$ cat src/rtl/vend_pkg.sv
package vend_pkg;

    localparam int unsigned N_DRINKS = 8;

    typedef enum logic [1:0] {
        ST_IDLE = 2'd0,
        ST_SHOW = 2'd1,
        ST_DISP = 2'd2
    } vend_state_e;

    typedef struct packed {
        vend_state_e               st;
        logic [N_DRINKS-1:0]       pick_q;
    } vend_regs_t;

    function automatic logic exactly_one(input logic [N_DRINKS-1:0] v);
        int unsigned n;
        n = 0;
        for (int i = 0; i < N_DRINKS; i++) begin
            n += int'(v[i]);
        end
        return (n == 1);
    endfunction

endpackage

$ cat src/rtl/vend_pay_edge.sv
module vend_pay_edge (
    input  logic clk,
    input  logic rst,
    input  logic money,
    output logic pay_rise
);
    logic money_q;

    always_ff @(posedge clk or posedge rst) begin
        if (rst) money_q <= 1'b0;
        else     money_q <= money;
    end

    assign pay_rise = money & ~money_q;

    // A rise cannot be seen two cycles running
    p_single_rise_r2: assert property (@(posedge clk) disable iff (rst)
        pay_rise |=> !pay_rise);
endmodule

$ cat src/rtl/vend_sel_check.sv
module vend_sel_check
    import vend_pkg::*;
(
    input  logic [N_DRINKS-1:0] pick,
    output logic                sel_ok
);
    assign sel_ok = exactly_one(pick);

    always_comb begin
        // An accepted pattern carries exactly one bit
        p_sel_onehot_r5: assert (!sel_ok || $onehot(pick));
    end
endmodule

$ cat src/rtl/vend_fsm_core.sv
module vend_fsm_core
    import vend_pkg::*;
(
    input  logic                clk,
    input  logic                rst,
    input  logic                pay_rise,
    input  logic                sel_ok,
    input  logic                delivered,
    input  logic [N_DRINKS-1:0] pick,
    input  logic [N_DRINKS-1:0] stock,
    output logic [N_DRINKS-1:0] led,
    output logic [N_DRINKS-1:0] drink
);
    vend_regs_t r, r_nxt;

    always_comb begin
        r_nxt = r;
        unique case (r.st)
            ST_IDLE: if (pay_rise) r_nxt.st = ST_SHOW;
            ST_SHOW: if (sel_ok) begin
                r_nxt.st     = ST_DISP;
                r_nxt.pick_q = pick;
            end
            ST_DISP: if (delivered) begin
                r_nxt.st     = ST_IDLE;
                r_nxt.pick_q = '0;
            end
            default: r_nxt = '{st: ST_IDLE, pick_q: '0};
        endcase
    end

    always_ff @(posedge clk or posedge rst) begin
        if (rst) r <= '{st: ST_IDLE, pick_q: '0};
        else     r <= r_nxt;
    end

    assign led   = (r.st == ST_SHOW) ? stock    : '0;
    assign drink = (r.st == ST_DISP) ? r.pick_q : '0;

    p_pay_enters_show_r2: assert property (@(posedge clk) disable iff (rst)
        (r.st == ST_IDLE && pay_rise) |=> (r.st == ST_SHOW));
    p_idle_needs_pay_r7: assert property (@(posedge clk) disable iff (rst)
        (r.st == ST_IDLE && !pay_rise) |=> (r.st == ST_IDLE));
    p_bad_sel_stays_r5: assert property (@(posedge clk) disable iff (rst)
        (r.st == ST_SHOW && !sel_ok) |=> (r.st == ST_SHOW));
    p_disp_onehot_r6: assert property (@(posedge clk) disable iff (rst)
        (r.st == ST_DISP) |-> ($countones(drink) == 1));
    p_disp_hold_r6: assert property (@(posedge clk) disable iff (rst)
        (r.st == ST_DISP && !delivered) |=> (r.st == ST_DISP && $stable(drink)));
    p_release_r7: assert property (@(posedge clk) disable iff (rst)
        (r.st == ST_DISP && delivered) |=> (r.st == ST_IDLE));
endmodule

$ cat src/rtl/vend_ctrl.sv
module vend_ctrl
    import vend_pkg::*;
(
    input  logic                clk,
    input  logic                rst,
    input  logic                money_in,
    input  logic [N_DRINKS-1:0] stock_in,
    input  logic [N_DRINKS-1:0] pick_in,
    input  logic                delivered_in,
    output logic [N_DRINKS-1:0] led_out,
    output logic [N_DRINKS-1:0] drink_out
);
    logic pay_rise;
    logic sel_ok;

    vend_pay_edge i_pay (
        .clk      (clk),
        .rst      (rst),
        .money    (money_in),
        .pay_rise (pay_rise)
    );

    vend_sel_check i_sel (
        .pick   (pick_in),
        .sel_ok (sel_ok)
    );

    vend_fsm_core i_core (
        .clk       (clk),
        .rst       (rst),
        .pay_rise  (pay_rise),
        .sel_ok    (sel_ok),
        .delivered (delivered_in),
        .pick      (pick_in),
        .stock     (stock_in),
        .led       (led_out),
        .drink     (drink_out)
    );

    // The two output groups are never active together
    p_outputs_exclusive_r6: assert property (@(posedge clk) disable iff (rst)
        !(|led_out && |drink_out));
endmodule

$ cat config.mk
export PLATFORM = sky130hd
export DESIGN_NAME = vend_ctrl
export DESIGN_NICKNAME = d
export VERILOG_FILES = /design/src/rtl/vend_pkg.sv /design/src/rtl/vend_pay_edge.sv /design/src/rtl/vend_sel_check.sv /design/src/rtl/vend_fsm_core.sv /design/src/rtl/vend_ctrl.sv
export SDC_FILE = /design/constraint.sdc
export NUM_CORES = 1
export LEC_CHECK = 0
export BUFFER_PORTS_ARGS = -buffer_cell sky130_fd_sc_hd__buf_4
export CORE_MARGIN = 3
export CORE_UTILIZATION = 44
export DETAILED_ROUTE_END_ITERATION = 6
export PLACE_DENSITY = 0.87
export RECOVER_POWER = 25
export SYNTH_ARGS = -nofsm -noshare
export SYNTH_HDL_FRONTEND = slang
export SYNTH_SLANG_ARGS = --single-unit
export TNS_END_PERCENT = 5
$ cat constraint.sdc
create_clock -name clk -period 1.9 [get_ports clk]
set_input_delay 0.38 -clock clk [delete_from_list [all_inputs] [get_ports clk]]
set_output_delay 0.38 -clock clk [all_outputs]
set_load 0.005 [all_outputs]
; Word-level counts from Yosys, hierarchy flattened
; Index checks and enable logic that the tools add are counted.
[totals]
ff_bits = 11
in_bits = 20
output_inout_bits = 16
elab_cells = 29
[classes]
add_sub_neg = 7
n_eq_ne = 6
muxes = 7
bitwise_logic = 3
reduce_logical = 3
[op_table]
columns = op, n
row1 = 32-bit by 1-bit adder with 32-bit output, 6
row2 = 32-bit by 1-bit == test with 1-bit output (second input constant), 1
row3 = 8-bit case mux with 3 select lines, 1
row4 = 10-bit 2-to-1 mux, 2
row5 = 8-bit 2-to-1 mux, 2
row6 = 2-bit case mux with 3 select lines, 1
row7 = 3-bit AND reduction, 2
row8 = 2-bit by 1-bit inequality test with 1-bit output (second input constant), 2
row9 = 1-bit by 1-bit adder with 2-bit output, 1
row10 = 2-bit by 1-bit == test with 1-bit output (second input constant), 1
row11 = 2-bit == test (second input constant), 1
row12 = 2-bit logical NOT, 1
row13 = 2-bit 2-to-1 mux, 1
row14 = 2-bit inequality test (second input constant), 1
row15 = 1-bit inverter, 2
row16 = 1-bit bitwise AND, 1

; Logic depth before layout (Yosys ltp)
; Gate-level depths: netlist of run 1.
[logic_depth]
word_depth = 10
ltp_mapped = 11
mapped_depth_nobuf = 10

; By module
; Synthesis of run 1 repeated with hierarchy kept, for this count alone.
[unflattened]
hier_cells = 67
hier_area_um2 = 732.0
[modules_own_cells]
columns = mod, n_inst, cells_per_inst, area_per_inst_um2, seq_area_each_um2
row1 = vend_fsm_core, 1, 47, 511.7, 250.2
row2 = vend_sel_check, 1, 17, 177.7, 0.0
row3 = vend_pay_edge, 1, 3, 42.5, 25.0

; Least setup slack after synthesis of run 1
; OpenSTA, ideal clock, no wires.
[synth_timing]
path_type = in2reg
startpoint = input port pick_in[0]
endpoint = register i_core.r[0] (netlist name)
setup_ns = 0.122
t_arrival_ns = 3.410
required_time_ns = 1.778
path_slack_ns = -1.631
path_stages = 10
n_path_buf = 1
cell_sequence = ha_1 inv_1 fa_1 fa_1 fa_1 fa_1 o31a_1 or3_1 buf_6 a32o_1
[synth_between]
elab_chain_cells = 10
word_cells_on_any_way = 12
cone_classes = 7 x add/sub / 2 x eq/ne / 2 x mux / 1 x reduce/logical
[synth_rtl]
columns = element, line_no
row1 = "start, declared", vend_ctrl.sv:8  ; input logic [N_DRINKS-1:0] pick_in,
row2 = 1-bit by 1-bit adder with 2-bit output, vend_pkg.sv:20  ; n += int'(v[i]);
row3 = 32-bit by 1-bit adder with 32-bit output (6 in series), vend_pkg.sv:20
row4 = 32-bit by 1-bit == test with 1-bit output, vend_pkg.sv:22  ; return (n == 1);
row5 = 2-bit by 1-bit inequality test with 1-bit output (no source line), -
row6 = 3-bit AND reduction (no source line), -
row7 = "end signal, assigned", vend_fsm_core.sv:33  ; if (rst) r <= '{st: ST_IDLE, pick_q: '0};
row8 = "end signal, assigned", vend_fsm_core.sv:34  ; else r <= r_nxt;
row9 = "end, declared", vend_fsm_core.sv:14  ; vend_regs_t r, r_nxt;
; Several ways; a longest one is shown, not always the timed one. The select of a mux whose other input is x is not followed.
; A chain may end at the register's enable or synchronous reset.

; Worst setup path after layout of run 1
[layout_timing]
startpoint = input port pick_in[0]
endpoint = register i_core.r[5] (netlist name)
[layout_between]
elab_chain_cells = 10
[layout_rtl]
columns = element, line_no
row1 = 1-bit by 1-bit adder with 2-bit output, vend_pkg.sv:20
row2 = 32-bit by 1-bit adder with 32-bit output (6 in series), vend_pkg.sv:20
row3 = 32-bit by 1-bit == test with 1-bit output, vend_pkg.sv:22
row4 = 2-bit by 1-bit inequality test with 1-bit output (no source line), -
row5 = 3-bit AND reduction (no source line), -
; No other way between the ends.

==> results of run 1 <==
[registers in the layout (all words and copies together), names as in the netlist]
signal and cells:
i_pay.money_q 1, i_core.r 10
[final cells by class]
type,count,area (µm²)
Sequential cell,11,275
Multi-Input combinational cell,43,393
Inverter,14,52.6
Timing Repair Buffer,41,304
Fill cell,110,345
Clock buffer,4,26.3
Tap cell,15,18.8
[power by group]
group          switching [mW]  total, mW  internal [mW]
Combinational           0.215      0.500          0.285
Sequential             0.0501      0.360          0.310
Clock                  0.0753      0.156         0.0809
Total                   0.340       1.02          0.676
[stage by stage]
| step | setup TNS (ns) | power [mW] |
|---|---|---|
| global route | -14.24 | 1.10 |
| floorplan | -14.64 | 0.637 |
| global placement | -16.69 | 0.831 |
| detailed placement | -17.83 | 0.863 |
| finish | -13.69 | 1.02 |
| CTS | -13.83 | 1.02 |
[synthesized netlist by cell type]
library cell   n  area share [%]
a21oi_1        1            0.69
buf_6          1             1.6
o31a_1         1             1.2
o211ai_1       1             1.0
and2_1        16              14
inv_1         14             7.3
nor3b_2        1             1.7
o41ai_1        1             1.2
a32o_1         8              11
o21ai_1        1            0.69
dfrtp_1       11              38
nor2b_1        3             2.6
o21ai_0        1            0.69
ha_1           3             5.2
a21o_1         1             1.0
or3_1          1            0.87
fa_1           4              11
[worst max-delay path, delay by kind of cell]
kind / cells / cell delay, ns
adder cells (fa/ha/maj): 5 / 1.99
AO/OA/AOI/OAI: 2 / 0.55
AND/OR/NAND/NOR: 1 / 0.39
buffers and inverters: 2 / 0.15
[how the worst max path moves through the flow]
stage	to	slack, ns
after floorplan	i_core.r[0]$_DFFE_PP0P_	-1.54
after global placement	i_core.r[4]$_DFFE_PP0P_	-1.76
after detailed placement	i_core.r[7]$_DFFE_PP0P_	-1.87
after CTS	i_core.r[2]$_DFFE_PP0P_	-1.44
after global routing	i_core.r[4]$_DFFE_PP0P_	-1.47
final	i_core.r[5]$_DFFE_PP0P_	-1.43
[cells by family (layout without fill, tap and decap cells)]
family | Yosys count | count (layout) | synth area share [%]
and+or+nand+nor | 21 | 21 | 19.1
AOI/OAI and AO/OA | 15 | 15 | 17.7
buffers and inverters | 15 | 59 | 8.84
DFF | 11 | 11 | 38.1
adders and majority gates | 7 | 7 | 16.3
[what timing repair did]
action | CTS | global route
resized for setup | 1 | 1
pin swaps | 1 | 0
setup endpoints to repair | 10 | 18
[routing by layer]
| metal | global-route usage [%] | vias up |
|---|---|---|
| met3 | 5.47 | 2 |
| met4 | 3.41 | 0 |
| met1 | 19.2 | 324 |
| met5 | 0 | - |
| met2 | 36.5 | 28 |
| li1 | - | 322 |
==> flow_metrics.tcl, run 1 <==
set metrics [dict create \
    fin_ws_ns -1.43 \
    ir_drop_mv 0.840 \
    path_cells "buf_4, ha_1, inv_1, fa_1, fa_1, fa_2, fa_1, o31a_1, or3_4, a32o_1" \
    final_cell_mix "buf_4, and2_1, inv_1" \
    drt_pass1_iterations 4 \
    syn-num-nets 96 \
    hold_viol_final 0 \
    via_per_inst 5.28 \
    wl_per_cell_um 14.3 \
    die_area_mm2 0.00216 \
    hold_path_class "primary input to asynchronous set/reset pin" \
    synthCells 69 \
    crit_type "primary input to flop" \
    die_h_um 46.5 \
    avgSynthCellArea_um2 10.5 \
    fin_crit_ns 3.33 \
    postRouteAntennaNets 0 \
    leakagePower_nw 0.579 \
    pin_count 36 \
    grt_overflow 0 \
    whs_ns 0.106 \
    syn-cell-area_um2 722 \
    grt_use_total_pct 18.7 \
    area_growth_pct 48.2 \
    yosys_warnings 0 \
    die_x_um 46.5 \
    fin_crit_sh_pct 175 \
    report.final.slew_viol_count 0 \
    ys_types 17 \
    critical_path.startpoint "pick_in[0]" \
    nNetsFinal 141 \
    stdcell_count 128 \
    gp_congestion 0.811 \
    layout_commonest_cell "buf_4" \
    stdcell_area_mm2 0.00107 \
    worstReg2RegEnd "i_core.r[5]$_DFFE_PP0P_" \
    clock_latency_ns 0.26 \
    worstSetupEndpointType "flop" \
    start_kind "primary input" \
    ff2ff_setup_slack_ns 0.56 \
    h-tree-depth 1 \
    drive_gt1_share_pct 41.6 \
    grt_max_degree 12 \
    reg2reg_depth 3 \
    antennaDiodeCount 0 \
    hpwlAfterDp_um 1540 \
    cts.path.max_buffers 2 \
    clkSlewWorstSetupHoldPaths_ns 0.08 \
    crit_top_cell "fa_1" \
    dp_slack_ns -1.87 \
    cellPowerDensity_mw_per_mm2 950 \
    top_layer_used "met4" \
    ys_seq_area_share_pct 38.1 \
    cts_root_buf "clkbuf_4" \
    io_buffers 35 \
    drc 0 \
    r2r_start "i_core.r[9]$_DFFE_PP0P_" \
    met3_length_um 172 \
    setup_viol 10 \
    fp.coreArea_mm2 0.00142 \
    max_freq_mhz 301 \
    holdBufCountCts 0 \
    drt_iter0_markers 8 \
    tightest_slew_ns 0.611 \
    critPathSlowestCell "fa_1" \
    post_cts_buffers 0 \
    cp.required_ns 2.04 \
    vias 676 \
    numCtsBuffers 3 \
    drv_cap 0 \
    initial_core_util_pct 51.0 \
    wirelength_um 1830 \
    dp_cells 124 \
    grt_antenna_before_repair 0 \
    wl_met2_um 978 \
    fin_util_pct 75.6 \
    cp_max_fo 8 \
    slew_headroom_pct 59.0 \
    cpPeakStageDelay_ns 0.51 \
    m1WireLength_um 668 \
    rsz0062_at_grt "true" \
    ys_seq_elements 11 \
    row_count 13 \
    violations "setup timing" \
    first_global_vias 728 \
    cts.sinks 11 \
    worstPathArrival_ns 3.47 \
    tritoncts "built" \
    dpl_cell_area_mm2 0.00104 \
    outcome "finished, violations left" \
    grt_first_pass_wirelength_um 2880 \
    skew_ns 0.00840 \
]
Power figures use the tool's default switching activity.
==> inputs of run 2 (changes only) <==
SKIP_CTS_REPAIR_TIMING = 1   (was default)
==> flow_metrics.tcl, run 2 (synthesis results as in run 1) <==
set metrics [dict create \
    power_mw 1.02 \
    power.share.clock_pct 15.7 \
    dpl_cell_area_mm2 0.00104 \
    ff2ff_setup_slack_ns 0.56 \
    gp_congestion 0.811 \
    numCtsBuffers 3 \
    report.final.slew_viol_count 0 \
    hold_viol_final 0 \
    num-fill-cells 110 \
    stdcell_area_mm2 0.00107 \
    via_per_inst 5.29 \
    max_freq_mhz 301 \
    p_seq_share_pct 35.3 \
    power.share.switching_pct 33.6 \
    skew_ns 0.00712 \
    grt_max_degree 12 \
    outcome "finished, violations left" \
    largest_reg_flops 10 \
    initial_core_util_pct 51.0 \
    p_comb_share_pct 49.1 \
    slew_headroom_pct 58.0 \
    die_x_um 46.5 \
    grt_use_total_pct 18.8 \
    leakagePower_nw 0.579 \
    drt_pass1_iterations 4 \
    area_growth_pct 48.2 \
    tritoncts "built" \
    cp_max_fo 8 \
    drt_iter0_markers 8 \
    first_global_vias 724 \
    fin_ws_ns -1.43 \
    drc 0 \
    cts.sinks 11 \
    h-tree-depth 1 \
    cp.required_ns 2.05 \
    hold_path_class "primary input to asynchronous set/reset pin" \
    setup_viol 10 \
    fin_util_pct 75.6 \
    rsz0062_at_grt "true" \
    pin_count 36 \
    final_cell_mix "buf_4, and2_1, inv_1" \
    vias 677 \
    dp_cells 124 \
    io_buffers 35 \
    drv_cap 0 \
    wl_per_cell_um 14.4 \
    intPower_mw 0.676 \
    worstSetupEndpointType "flop" \
    tightest_slew_ns 0.626 \
    cts_root_buf "clkbuf_4" \
    wirelength_um 1840 \
    row_count 13 \
    largest_register "i_core.r" \
    clkSlewWorstSetupHoldPaths_ns 0.08 \
    grt_overflow 0 \
    ir_drop_mv 0.842 \
    die_h_um 46.5 \
    net-switching-power_mw 0.342 \
    hpwlAfterDp_um 1540 \
    fin_crit_ns 3.33 \
    start_kind "primary input" \
    drive_gt1_share_pct 41.6 \
    worstPathArrival_ns 3.47 \
    die_area_mm2 0.00216 \
    cts.path.max_buffers 2 \
    cellPowerDensity_mw_per_mm2 952 \
    grt_antenna_before_repair 0 \
    violations "setup timing" \
    grt_first_pass_wirelength_um 2900 \
    fin_crit_sh_pct 175 \
    antennaDiodeCount 0 \
    stdcell_count 128 \
    postRouteAntennaNets 0 \
    nNetsFinal 141 \
    clock_latency_ns 0.26 \
    reg_top3 "i_core.r x10, i_pay.money_q x1" \
    layout_commonest_cell "buf_4" \
    fp.coreArea_mm2 0.00142 \
    crit_type "primary input to flop" \
    tns_ns -13.69 \
]
## run 2: cell counts in the layout (fill, tap and decap cells not counted)
Identical to the previous run, type by type.
## run 2: per-layer routing
layer | track usage, % | wire (µm) | vias to the layer above
met5 | 0 | 0 | -
met4 | 3.41 | 11 | 0
met3 | 5.47 | 172 | 2
met2 | 36.8 | 977 | 28
met1 | 19.5 | 676 | 326
li1 | - | - | 321
## run 2: final cells by class
type,instances,area [µm²],area share [%]
Tap cell,15,18.8,1.75
Multi-Input combinational cell,43,393,36.7
Sequential cell,11,275,25.7
Clock buffer,4,26.3,2.46
Inverter,14,52.6,4.91
Timing Repair Buffer,41,304,28.4
## run 2: path summary, 6_finish.rpt
check	cells after the start	end	startpoint
min in group clk	1	i_pay.money_q$_DFF_PP0_	money_in
worst min register to register	1	i_core.r[8]$_DFFE_PP0P_	i_pay.money_q$_DFF_PP0_
worst max register to register	3	i_core.r[2]$_DFFE_PP0P_	i_core.r[9]$_DFFE_PP0P_
worst min-delay path	2	i_core.r[0]$_DFFE_PP0P_	rst
worst max-delay path	10	i_core.r[2]$_DFFE_PP0P_	pick_in[0]
max in group asynchronous	2	i_core.r[5]$_DFFE_PP0P_	rst
## run 2: power groups by stage
stage | registers [mW] | logic (mW) | clock network [mW]
after CTS | 0.359 | 0.500 | 0.159
after global placement | 0.357 | 0.475 | 0
after detailed placement | 0.364 | 0.499 | 0
after global routing | 0.369 | 0.552 | 0.178
final | 0.359 | 0.500 | 0.159
after floorplan | 0.347 | 0.290 | 0
## run 2: critical path, cell delays in order
cell,delay (ns)
buf_4,0.11
ha_1,0.27
inv_1,0.04
fa_1,0.51
fa_1,0.45
fa_2,0.37
fa_1,0.39
o31a_1,0.29
or3_4,0.40
a32o_1,0.26
## run 2: metrics by stage
stage	hold slack, ns	worst slack [ns]
final	0.106	-1.43
after global routing	0.142	-1.47
after CTS	0.115	-1.59
after detailed placement	0.398	-1.87
after global placement	0.392	-1.76
after floorplan	0.232	-1.54
==> inputs of run 3 (changes only) <==
CORE_UTILIZATION = 40   (was 44)
PLACE_DENSITY = 0.84   (was 0.87)
clock period = 2.8 ns   (was 1.9 ns; I/O delays follow)
==> flow_metrics.tcl, run 3 (synthesis results as in run 1) <==
set metrics [dict create \
    outcome "finished, violations left" \
    violations "setup timing" \
    drv_cap 0 \
    fp.coreArea_mm2 0.00159 \
    antennaDiodeCount 0 \
    die_x_um 48.5 \
    top_layer_used "met4" \
    nNetsFinal 141 \
    tightest_slew_ns 0.617 \
    grt_antenna_before_repair 0 \
    fin_crit_sh_pct 123 \
    hpwlAfterDp_um 1480 \
    fin_util_pct 69.9 \
    area_growth_pct 54.2 \
    vias 697 \
    stdcell_area_mm2 0.00111 \
    grt_use_total_pct 16.3 \
    via_per_inst 5.09 \
    slew_headroom_pct 58.6 \
    crit_top_cell "fa_1" \
    num-fill-cells 127 \
    fin_ws_ns -0.646 \
    report.final.slew_viol_count 0 \
    cp_max_fo 8 \
    drt_pass1_iterations 4 \
    met3_length_um 182 \
    final_cell_mix "buf_4, and2_1, inv_1" \
    ir_drop_mv 0.538 \
    dp_cells 133 \
    largest_reg_flops 10 \
    dp_slack_ns -1.08 \
    cts_root_buf "clkbuf_4" \
    critPathBufInv 2 \
    wl_met2_um 1100 \
    clock_latency_ns 0.28 \
    wirelength_um 2060 \
    leakagePower_nw 0.590 \
    drive_gt1_share_pct 44.2 \
    die_h_um 48.5 \
    grt_first_pass_wirelength_um 3000 \
    tritoncts "built" \
    row_count 14 \
    worstSetupEndpointType "flop" \
    reg_top3 "i_core.r x10, i_pay.money_q x1" \
    drt_iter0_markers 17 \
    whs_ns 0.272 \
    postRouteAntennaNets 0 \
    first_global_vias 700 \
    dpl_cell_area_mm2 0.00105 \
    drc 0 \
    die_area_mm2 0.00235 \
    crit_type "primary input to flop" \
    rsz0062_at_grt "true" \
    cts.path.max_buffers 2 \
    m1WireLength_um 764 \
    worstPathArrival_ns 3.61 \
    numCtsBuffers 3 \
    gp_congestion 0.734 \
    grt_max_degree 12 \
    pin_count 36 \
    setup_viol 10 \
    cellPowerDensity_mw_per_mm2 650 \
    grt_overflow 0 \
    hold_path_class "primary input to asynchronous set/reset pin" \
    cpLargestDelayFamily "adder cells" \
    max_freq_mhz 290 \
    hold_viol_final 0 \
    fin_crit_ns 3.45 \
    path_cells "buf_8, ha_4, inv_2, fa_1, fa_1, fa_2, fa_1, o211ai_1, or3_4, a32o_1" \
    largest_register "i_core.r" \
    critPathSlowestCell "fa_1" \
    wl_per_cell_um 15.0 \
    start_kind "primary input" \
    io_buffers 35 \
    cpPeakStageDelay_ns 0.52 \
    stdcell_count 137 \
    cts.sinks 11 \
    initial_core_util_pct 45.3 \
    cp.required_ns 2.97 \
    skew_ns 0.00506 \
    clkSlewWorstSetupHoldPaths_ns 0.09 \
    layout_commonest_cell "buf_4" \
    h-tree-depth 1 \
]
run 3: worst register-to-register path, cell delays in order (launching register included):
cell and delay (ns):
dfrtp_1 0.40, nor2b_1 0.48, nor3b_4 0.29, buf_4 0.17, a32o_1 0.14
run 3: where the power goes:
part	switching [mW]	internal [mW]
logic	0.157	0.204
clock network	0.0649	0.0529
registers	0.0336	0.210
run 3: worst paths after layout:
path                                      endpoint  slack [ns]                    start  depth (start not counted)
min reg2reg                i_core.r[8]$_DFFE_PP0P_        0.42  i_pay.money_q$_DFF_PP0_                          1
min in group clk           i_core.r[8]$_DFFE_PP0P_        0.42  i_pay.money_q$_DFF_PP0_                          1
max                        i_core.r[1]$_DFFE_PP0P_       -0.65               pick_in[1]                         10
max reg2reg                i_core.r[1]$_DFFE_PP0P_        1.25  i_core.r[8]$_DFFE_PP0P_                          4
min                        i_core.r[0]$_DFFE_PP0P_        0.27                      rst                          2
max in group asynchronous  i_core.r[5]$_DFFE_PP0P_        2.23                      rst                          2
run 3: cell type report:
type,instances,area [µm²],share of cell area (%)
multi-input cells,43,409,36.7
repair buffers,41,319,28.7
flip-flops and latches,11,275,24.7
inverters,14,52.6,4.72
well taps,24,30.0,2.70
clock buffers,3,22.5,2.02
clock inverters,1,5.00,0.449
run 3: through the flow:
step | power (mW) | TNS [ns]
2_1_floorplan | 0.432 | -7.44
3_3_place_gp | 0.564 | -9.29
3_5_place_dp | 0.585 | -9.98
4_1_cts | 0.699 | -7.21
5_1_grt | 0.772 | -6.90
6_report | 0.723 | -5.95
run 3: layer usage:
metal,global-route usage [%],up-vias
met5,0,-
met4,6.16,0
met3,4.91,2
met2,29.8,39
met1,17.5,336
li1,-,320
